==> src/rtl/cbc_pkg.sv <==
package cbc_pkg;

    localparam int CPU_AW     = 16;
    localparam int CPU_DW     = 8;
    localparam int ROM_BANK_W = 9;
    localparam int RAM_BANK_W = 4;
    localparam int ROM_OFS_W  = 14;
    localparam int RAM_OFS_W  = 13;
    localparam int ROM_AW     = ROM_BANK_W + ROM_OFS_W;
    localparam int RAM_AW     = RAM_BANK_W + RAM_OFS_W;

    localparam logic [CPU_DW-1:0] RAM_UNLOCK = 8'h0A;

    typedef enum logic [1:0] {
        WIN_NONE,
        WIN_ROM_FIXED,
        WIN_ROM_BANKED,
        WIN_RAM
    } win_e;

    typedef enum logic [2:0] {
        TGT_NONE,
        TGT_RAM_GATE,
        TGT_ROM_LO,
        TGT_ROM_HI,
        TGT_RAM_SEL
    } target_e;

    typedef struct packed {
        win_e    win;
        target_e target;
    } decode_t;

    typedef struct packed {
        logic [ROM_BANK_W-1:0] rom_bank;
        logic [RAM_BANK_W-1:0] ram_bank;
        logic                  ram_on;
    } bank_state_t;

    // Decode from the top address nibble: which window a read hits and
    // which register a write loads.
    function automatic decode_t decode_nibble(input logic [3:0] nib);
        decode_t d;
        d.win    = WIN_NONE;
        d.target = TGT_NONE;
        case (nib)
            4'h0, 4'h1: begin d.win = WIN_ROM_FIXED;  d.target = TGT_RAM_GATE; end
            4'h2:       begin d.win = WIN_ROM_FIXED;  d.target = TGT_ROM_LO;   end
            4'h3:       begin d.win = WIN_ROM_FIXED;  d.target = TGT_ROM_HI;   end
            4'h4, 4'h5: begin d.win = WIN_ROM_BANKED; d.target = TGT_RAM_SEL;  end
            4'h6, 4'h7: begin d.win = WIN_ROM_BANKED; d.target = TGT_NONE;     end
            4'hA, 4'hB: begin d.win = WIN_RAM;        d.target = TGT_NONE;     end
            default:    begin d.win = WIN_NONE;       d.target = TGT_NONE;     end
        endcase
        return d;
    endfunction

endpackage

==> src/rtl/cbc_decode.sv <==
module cbc_decode
    import cbc_pkg::*;
(
    input  logic [3:0] addr_nib,
    output decode_t    dec
);
    always_comb begin
        dec = decode_nibble(addr_nib);
    end
endmodule

==> src/rtl/cbc_bank_regs.sv <==
module cbc_bank_regs
    import cbc_pkg::*;
(
    input  logic              clk,
    input  logic              rst,
    input  logic              we,
    input  target_e           target,
    input  logic [CPU_DW-1:0] wdata,
    output bank_state_t       state
);
    bank_state_t st_q;

    always_ff @(posedge clk) begin
        if (rst) begin
            st_q.rom_bank <= ROM_BANK_W'(1);
            st_q.ram_bank <= '0;
            st_q.ram_on   <= 1'b0;
        end else if (we) begin
            case (target)
                TGT_RAM_GATE: st_q.ram_on        <= (wdata == RAM_UNLOCK);
                TGT_ROM_LO:   st_q.rom_bank[7:0] <= wdata;
                TGT_ROM_HI:   st_q.rom_bank[8]   <= wdata[0];
                TGT_RAM_SEL:  st_q.ram_bank      <= wdata[RAM_BANK_W-1:0];
                default:      st_q               <= st_q;
            endcase
        end
    end

    assign state = st_q;
endmodule

==> src/rtl/cbc_map.sv <==
module cbc_map
    import cbc_pkg::*;
#(
    parameter int ROM_BANKS = 512,
    parameter int RAM_BANKS = 16
) (
    input  logic [ROM_OFS_W-1:0] offset,
    input  logic                 we,
    input  win_e                 win,
    input  bank_state_t          state,
    output logic [ROM_AW-1:0]    rom_addr,
    output logic                 rom_cs,
    output logic [RAM_AW-1:0]    ram_addr,
    output logic                 ram_cs,
    output logic                 ram_we,
    output logic                 zero_fill,
    output logic                 range_err
);
    localparam int ROM_FULL = 1 << ROM_BANK_W;
    localparam int RAM_FULL = 1 << RAM_BANK_W;
    localparam logic [ROM_BANK_W:0] ROM_LIMIT = (ROM_BANK_W+1)'(ROM_BANKS);
    localparam logic [RAM_BANK_W:0] RAM_LIMIT = (RAM_BANK_W+1)'(RAM_BANKS);

    logic rom_ok;
    logic ram_ok;

    // A full-size configuration needs no comparator at all.
    generate
        if (ROM_BANKS >= ROM_FULL) begin : g_rom_full
            assign rom_ok = 1'b1;
        end else begin : g_rom_cmp
            assign rom_ok = ({1'b0, state.rom_bank} < ROM_LIMIT);
        end
        if (RAM_BANKS >= RAM_FULL) begin : g_ram_full
            assign ram_ok = 1'b1;
        end else begin : g_ram_cmp
            assign ram_ok = ({1'b0, state.ram_bank} < RAM_LIMIT);
        end
    endgenerate

    logic in_fixed, in_banked, in_ram;

    always_comb begin
        in_fixed  = (win == WIN_ROM_FIXED);
        in_banked = (win == WIN_ROM_BANKED);
        in_ram    = (win == WIN_RAM);

        if (in_banked) begin
            rom_addr = {state.rom_bank, offset};
        end else begin
            rom_addr = {{ROM_BANK_W{1'b0}}, offset};
        end
        rom_cs = !we && (in_fixed || (in_banked && rom_ok));

        ram_addr = {state.ram_bank, offset[RAM_OFS_W-1:0]};
        ram_cs   = in_ram && state.ram_on && ram_ok;
        ram_we   = ram_cs && we;

        zero_fill = !we && ((in_banked && !rom_ok) ||
                            (in_ram && !(state.ram_on && ram_ok)));
        range_err = (!we && in_banked && !rom_ok) || (in_ram && !ram_ok);
    end
endmodule

==> src/rtl/cbc_bank_ctrl.sv <==
module cbc_bank_ctrl
    import cbc_pkg::*;
#(
    parameter int ROM_BANKS = 512,
    parameter int RAM_BANKS = 16
) (
    input  logic        clk,
    input  logic        rst,
    input  logic [15:0] cpu_addr,
    input  logic [7:0]  cpu_wdata,
    input  logic        cpu_we,
    output logic [22:0] rom_addr,
    output logic        rom_cs,
    output logic [16:0] ram_addr,
    output logic        ram_cs,
    output logic        ram_we,
    output logic        zero_fill,
    output logic        range_err
);
    decode_t     dec;
    bank_state_t bank_st;
    logic [ROM_BANK_W-1:0] rom_bank_now;
    logic [RAM_BANK_W-1:0] ram_bank_now;
    logic                  ram_on_now;

    cbc_decode u_decode (
        .addr_nib (cpu_addr[15:12]),
        .dec      (dec)
    );

    cbc_bank_regs u_regs (
        .clk    (clk),
        .rst    (rst),
        .we     (cpu_we),
        .target (dec.target),
        .wdata  (cpu_wdata),
        .state  (bank_st)
    );

    cbc_map #(
        .ROM_BANKS (ROM_BANKS),
        .RAM_BANKS (RAM_BANKS)
    ) u_map (
        .offset    (cpu_addr[ROM_OFS_W-1:0]),
        .we        (cpu_we),
        .win       (dec.win),
        .state     (bank_st),
        .rom_addr  (rom_addr),
        .rom_cs    (rom_cs),
        .ram_addr  (ram_addr),
        .ram_cs    (ram_cs),
        .ram_we    (ram_we),
        .zero_fill (zero_fill),
        .range_err (range_err)
    );

    assign rom_bank_now = bank_st.rom_bank;
    assign ram_bank_now = bank_st.ram_bank;
    assign ram_on_now   = bank_st.ram_on;
endmodule

==> config.mk <==
export PLATFORM = sky130hd
export DESIGN_NAME = cbc_bank_ctrl
export DESIGN_NICKNAME = d
export VERILOG_FILES = /design/src/rtl/cbc_pkg.sv /design/src/rtl/cbc_decode.sv /design/src/rtl/cbc_bank_regs.sv /design/src/rtl/cbc_map.sv /design/src/rtl/cbc_bank_ctrl.sv
export SDC_FILE = /design/constraint.sdc
export NUM_CORES = 1
export LEC_CHECK = 0
export BUFFER_PORTS_ARGS = -buffer_cell sky130_fd_sc_hd__buf_2
export CAP_MARGIN = 20
export CORE_MARGIN = 8
export CORE_UTILIZATION = 36
export DETAILED_ROUTE_END_ITERATION = 12
export PLACE_DENSITY = 0.76
export SLEW_MARGIN = 30
export SYNTH_ARGS = -nofsm -noshare
export SYNTH_HDL_FRONTEND = slang
export SYNTH_HIERARCHICAL = 1
export SYNTH_SLANG_ARGS = --single-unit
==> constraint.sdc <==
create_clock -name clk -period 0.96 [get_ports clk]
set_input_delay 0.048 -clock clk [delete_from_list [all_inputs] [get_ports clk]]
set_output_delay 0.048 -clock clk [all_outputs]
set_load 0.03 [all_outputs]
# Word-level counts from Yosys, hierarchy flattened
# Memory sizes are Yosys's and may differ from the RTL's.
# Cells that the tools add are included.
[totals] ff_bits=14 latch_bits=0 ram_bits=0 rom_bits=80 in_bits=27 output_inout_bits=45 wordCells=26 mem_count=1
[memory_table] name="(no name shown)" depth=16 width=5 rd=1 rd_clocked_by_memory_dff=0 wr=0 line_no="cbc_pkg.sv:46" source="case (nib)"
[classes] add_sub_neg=0 mul=0 n_div=0 n_lt_le_gt_ge=0 eq_ne=8 shift=0 n_mux=1 bitwise_logic=0 reduce_logical=12
[ops] operator="$mux W23" count=1
[ops] operator="$eq A8 B4 Y1 const B" count=1
[ops] operator="$reduce_and A2 Y1" count=4
[ops] operator="$eq A3 B2 Y1 const B" count=2
[ops] operator="$logic_and A1 B1 Y1" count=5
[ops] operator="$eq A2 B2 Y1 const B" count=2
[ops] operator="$eq A3 B1 Y1 const B" count=1
[ops] operator="$eq A3 B3 Y1 const B" count=1
[ops] operator="$eq A2 B1 Y1 const B" count=1
[ops] operator="$logic_not A1 Y1" count=2
[ops] operator="$logic_or A1 B1 Y1" count=1

# Longest topological paths before layout
# Gate-level depths: netlist (run 1).
# An unclocked memory read counts as a cell.
[logic_depth] depth_word=4 mapped_depth=6 ltp_nobuf=5

# By module
# The synthesis (run 1) kept the hierarchy.
[by_module_without_submodules] mod="cbc_bank_regs" instances=1 cells_each=53 area_per_inst_um2=558.0 seq_area_each_um2=280.3
[by_module_without_submodules] mod="cbc_map" instances=1 cells_each=49 area_per_inst_um2=352.8 seq_area_each_um2=0.0
[by_module_without_submodules] mod="cbc_decode" instances=1 cells_each=8 area_per_inst_um2=46.3 seq_area_each_um2=0.0

# Least setup slack after synthesis (run 1)
# OpenSTA, ideal clock, no wires.
[synth_timing] path_type="input -> output" startpoint="input cpu_addr[14]" endpoint="output zero_fill" t_arrival_ns=1.181 required_ns=0.912 path_slack_ns=-0.269 path_stages=3 n_path_buf=0 path_cell_list="mux2i_1 > ha_1 > nor3b_1"
[synth_via] elab_chain_len=4
[synth_rtl] element="from (decl)" line_no="cbc_bank_ctrl.sv:9" source="input logic [15:0] cpu_addr,"
[synth_rtl] element="$mem_v2 Z16 W5"
[synth_rtl] element="$eq A2 B2 Y1" line_no="cbc_map.sv:46" source="in_ram = (win == WIN_RAM);"
[synth_rtl] element="$logic_and A1 B1 Y1" line_no="cbc_map.sv:60" source="(in_ram && !(state.ram_on && ram_ok)));"
[synth_rtl] element="$logic_and A1 B1 Y1" line_no="cbc_map.sv:59" source="zero_fill = !we && ((in_banked && !rom_ok) ||"
[synth_rtl] element="to (decl)" line_no="cbc_bank_ctrl.sv:17" source="output logic zero_fill,"
# No other way between the ends.

==> out/metrics.yaml, run 1 <==
clk_pin_slew_ns: 0.09
hold_start: "cpu_wdata[6]"
hold_viol: 0
p_per_area_nw_per_um2: 1040
grt_max_degree: 17
clk_latency_ns: 0.27
regToRegSetupSlack_ns: 0.33
status: "finished with violations"
dieArea_um2: 4570
io_pins: 72
layout-drive-gt1-share_pct: 60.6
cp.depth: 7
holdWs_ns: 0.0218
finalPower_w: 0.00134
ant_nets: 0
critPathTopFamily: "buffers and inverters"
clock-sinks: 14
path_cells: "buf_8, a21oi_4, inv_1, ha_2, buf_4, and2_4, buf_6"
min_period_ns: 1.04
n_antenna_cell: 0
htreeDepth: 1
reg2reg_depth: 2
grt.overflow.total: 0
placed_area_um2: 985
avgSynthCellArea_um2: 8.70
fin_nets: 157
worstSetupPathType: "in2out"
rsz0062_at_grt: "true"
timing.rr.end: "u_regs/state[7]$_SDFFE_PP0P_"
postSynthCellCount: 110
grt_pass1_vias: 827
synthTopCellsByArea: "dfxtp_1 29%, buf_4 26%, mux2i_1 14%"
synth_area_um2: 957
setup_tns_ns: -0.732
fin_ws_ns: -0.0838
end_kind: "output port"
seq_area_frac_synth_pct: 29.3
fin_area_um2: 1290
cp_slowest_cell: "ha_2"
clock_skew_ns: 0
drt_iter0_drc: 24
violations: "negative setup slack"
antenna_found_initial: 0
synth_area_leader_cell: "dfxtp_1"
hold_depth: 3
die_h_um: 67.6
root_buffer: "clkbuf_4"
start_util_pct: 38.3
portBuffers: 34
first_pass_iters: 4
cp_data_required_time_ns: 0.91
r2r-start: "u_regs/state[7]$_SDFFE_PP0P_"
hp-class: "in2reg"
fmax_mhz: 958
crit_buf_inv: 4
num_rows: 18
drc: 0
numCtsBuffers: 3
yosysWarnings: 6
start_kind: "input pin"
place.gp.congestion: 0.739
synth.top_cell.area_share_pct: 29.3
clk_path_buf_depth: 2
dr_total_vias: 755
routedWlPerCell_um: 14.5
core-area_um2: 2500
power.leakage_nw: 0.623
finalCritPeriodShare_pct: 109
syn-num-nets: 139
grt_first_pass_wirelength_mm: 3.51
hpwl_mm: 1.58
fp.dieW_um: 67.6
arrival_ns: 1.00
cp_max_fo: 6
ys_ff_latch: 14
maxCapViolations: 0
finalSetupViolCount: 12
vdd_drop_max_v: 0.000898
largest_register_ffs: 14
cts_tree: "done"
via_per_inst: 4.81
grt_use_total_pct: 9.60
hold_path_end: "u_regs/state[11]$_SDFFE_PP0P_"
slowest_delay_ns: 0.20
finalWirelength_mm: 2.27
ys_types: 23
syn2layout_area_growth_pct: 35.3
report.final.slew_viol_count: 0
## what timing repair did
action	4_1_cts	5_1_grt
setup buffers	5	2
hold buffers	0	0
pin swaps	11	5
gates resized for setup	57	8
endpoints found under the setup margin	13	25
gates cloned	0	0
## cell type report
cell class	instances	area, µm²
Tap cell	30	37.5
Fill cell	240	1200
Timing Repair Buffer	48	399
Multi-Input combinational cell	59	523
Clock buffer	4	36.3
Sequential cell	14	284
Inverter	2	15.0
## through the flow
step	setup WS [ns]	instances	utilization [%]
global placement	-0.260	146	39.4
global route	-0.122	157	51.8
detailed placement	-0.290	146	39.4
finish	-0.0838	157	51.8
floorplan	-0.0318	110	-
CTS	-0.0602	155	49.4
## layout by cell type (no fill, tap or decap), types with 2 or more instances in the layout
cell type,Yosys,final
buf_2,1,18
buf_6,0,15
nor2_1,15,14
dfxtp_1,14,13
buf_4,33,12
mux2i_1,13,12
and2_4,0,10
clkbuf_4,0,3
buf_8,0,2
and4bb_2,2,2
nand4b_1,2,2
## power breakdown
group / leakage [nW] / switching [W] / internal (W)
clock network: 0.0210 / 0.000187 / 0.000231
logic: 0.488 / 0.000169 / 0.000163
registers: 0.114 / 0.00000477 / 0.000587
total: 0.623 / 0.000361 / 0.000980
## Yosys cell counts
library cell / n
a21oi_1: 2
and2_1: 10
and3_1: 1
and4bb_2: 2
buf_2: 1
buf_4: 33
clkbuf_2: 1
conb_1: 1
dfxtp_1: 14
ha_1: 2
inv_1: 2
mux2i_1: 13
nand2_1: 1
nand2b_1: 1
nand4b_1: 2
nand4bb_1: 1
nor2_1: 15
nor3_1: 2
nor3b_1: 2
nor4_1: 1
nor4bb_1: 1
o21a_1: 1
o21ai_0: 1
## tightest hold or removal path: stages
cell and delay (ns):
buf_2 0.09, mux2i_1 0.06, nor2_1 0.07
## how the worst max path moves through the flow
| stage | from | endpoint | slack (ns) |
|---|---|---|---|
| 2_1_floorplan | cpu_addr[13] | u_regs/state[1]$_SDFFE_PP0P_ | -0.03 |
| 3_3_place_gp | cpu_addr[13] | rom_addr[22] | -0.26 |
| 3_5_place_dp | cpu_addr[13] | rom_addr[15] | -0.29 |
| 4_1_cts | cpu_addr[13] | rom_addr[18] | -0.06 |
| 5_1_grt | cpu_addr[14] | rom_addr[16] | -0.12 |
| 6_report | cpu_addr[15] | rom_addr[18] | -0.08 |
## layer usage
layer,track usage [%],wire length (µm)
met5,0,0
met2,16.1,1170
met1,10.8,883
met3,3.31,191
met4,4.18,24
## cell families after synthesis
logic type	after synthesis	synth area share, %
multiplexers	13	13.6
flip-flops	14	29.3
other	1	0.392
adder cells (fa/ha/maj)	2	2.61
buffers and inverters	37	27.7
AO/OA/AOI/OAI	4	2.35
AND/OR/NAND/NOR	39	24.1
No activity file was read; power rests on OpenSTA's default activity.
==> run 2: changes to the inputs <==
--- a/config.mk
+++ b/config.mk
@@ -10,6 +10,7 @@
 export CORE_MARGIN = 8
 export CORE_UTILIZATION = 36
 export DETAILED_ROUTE_END_ITERATION = 12
+export MAX_ROUTING_LAYER = met4
 export PLACE_DENSITY = 0.76
 export SLEW_MARGIN = 30
 export SYNTH_ARGS = -nofsm -noshare
==> out/metrics.yaml, run 2 (synthesis gave the netlist of run 1 again) <==
cp_max_fo: 6
ant_nets: 0
drc: 0
largest_register_ffs: 14
finalWirelength_mm: 2.27
arrival_ns: 1.00
start_kind: "input pin"
io_pins: 72
swShare_pct: 26.9
seqPwrFrac_pct: 44.1
setup_tns_ns: -0.732
vdd_drop_max_v: 0.000898
dp.cells: 146
path_cells: "buf_8, a21oi_4, inv_1, ha_2, buf_4, and2_4, buf_6"
power.leakage_nw: 0.623
place.gp.congestion: 0.748
cp_data_required_time_ns: 0.91
portBuffers: 34
status: "finished with violations"
slowest_delay_ns: 0.20
multi_input_area_um2: 523
postCtsHoldBufs: 0
dieArea_um2: 4570
hp-class: "in2reg"
clock-sinks: 14
antenna_found_initial: 0
fp.dieW_um: 67.6
finalSetupViolCount: 12
holdWs_ns: 0.0235
report.final.slew_viol_count: 0
p_per_area_nw_per_um2: 1040
fmax_mhz: 958
root_buffer: "clkbuf_4"
worstSetupPathType: "in2out"
switching_power_w: 0.000361
grt_use_total_pct: 9.89
core-area_um2: 2500
hpwl_mm: 1.58
violations: "negative setup slack"
clk_path_buf_depth: 2
finalPower_w: 0.00134
maxCapViolations: 0
layout_commonest_cell: "buf_2"
seq_area_um2: 284
numCtsBuffers: 3
start_util_pct: 38.3
grt_pass1_vias: 830
drt_iter0_drc: 23
hold_viol: 0
rsz0062_at_grt: "true"
n_fill_cell: 240
min_period_ns: 1.04
grt_max_degree: 17
end_kind: "output port"
fin_ws_ns: -0.0838
grt.overflow.total: 0
via_per_inst: 4.80
grt_first_pass_wirelength_mm: 3.51
n_antenna_cell: 0
p_clk_share_pct: 31.1
clk_pin_slew_ns: 0.09
pwr-share-comb_pct: 24.8
clock_skew_ns: 0
first_pass_iters: 4
die_h_um: 67.6
clk_latency_ns: 0.27
cts_tree: "done"
finalCritPeriodShare_pct: 109
final_cell_mix: "18 x buf_2, 15 x buf_6, 14 x nor2_1, 13 x dfxtp_1"
regToRegSetupSlack_ns: 0.33
cp_slowest_cell: "ha_2"
routedWlPerCell_um: 14.5
intPower_w: 0.000980
fin_nets: 157
layout-drive-gt1-share_pct: 60.6
syn2layout_area_growth_pct: 35.3
stdcell_count: 157
htreeDepth: 1
num_rows: 18
dr_total_vias: 753
==> run 2: final timing paths <==
path                                       from                            end  cells after the start
setup / recovery                   cpu_addr[15]                   rom_addr[18]                      7
hold / removal                     cpu_wdata[6]  u_regs/state[11]$_SDFFE_PP0P_                      3
setup reg to reg   u_regs/state[7]$_SDFFE_PP0P_   u_regs/state[7]$_SDFFE_PP0P_                      2
hold reg to reg   u_regs/state[13]$_SDFFE_PP0P_  u_regs/state[13]$_SDFFE_PP0P_                      2
==> run 2: layout make-up <==
| type | instances | share of cell area, % |
|---|---|---|
| multi-input combinational | 59 | 40.4 |
| timing repair buffer | 48 | 30.8 |
| sequential | 14 | 21.9 |
| tap | 30 | 2.90 |
| clock buffer | 4 | 2.80 |
| inverter | 2 | 1.16 |
==> run 2: timing repair <==
| action | 4_1_cts | 5_1_grt |
|---|---|---|
| buffers inserted | 5 | 2 |
| gates resized for setup | 57 | 8 |
| cloned | 0 | 0 |
| pin swaps | 11 | 5 |
| endpoints found under the setup margin | 13 | 25 |
==> run 2: per-stage QoR <==
stage                     worst slack (ns)  utilization, %  instance area, µm²
after floorplan                    -0.0318               -                 991
after global placement              -0.260            39.4                 985
after detailed placement            -0.290            39.4                 985
after CTS                          -0.0602            49.4                1240
after global routing                -0.122            51.8                1290
final                              -0.0838            51.8                1290
==> run 2: power groups by stage <==
stage	Combinational, W	Clock, W	Sequential, W
CTS	0.000302	0.000426	0.000594
global placement	0.000223	0	0.000607
detailed placement	0.000229	0	0.000607
finish	0.000332	0.000417	0.000591
global route	0.000356	0.000452	0.000593
floorplan	0.000329	0	0.000606
==> run 2: worst max-delay path, delay by kind of cell <==
kind / cells / cell delay [ns]
compound gates: 1 / 0.15
buf+inv: 4 / 0.45
fa+ha+maj: 1 / 0.20
simple gates: 1 / 0.15
==> run 2: routing by layer <==
layer  part of all wire (%)  wire (µm)  track usage, %
met1                     41        940            11.4
met2                     52       1170            16.1
met3                    6.1        139            2.15
met4                   0.92         21            4.18
met5                      0          0               -
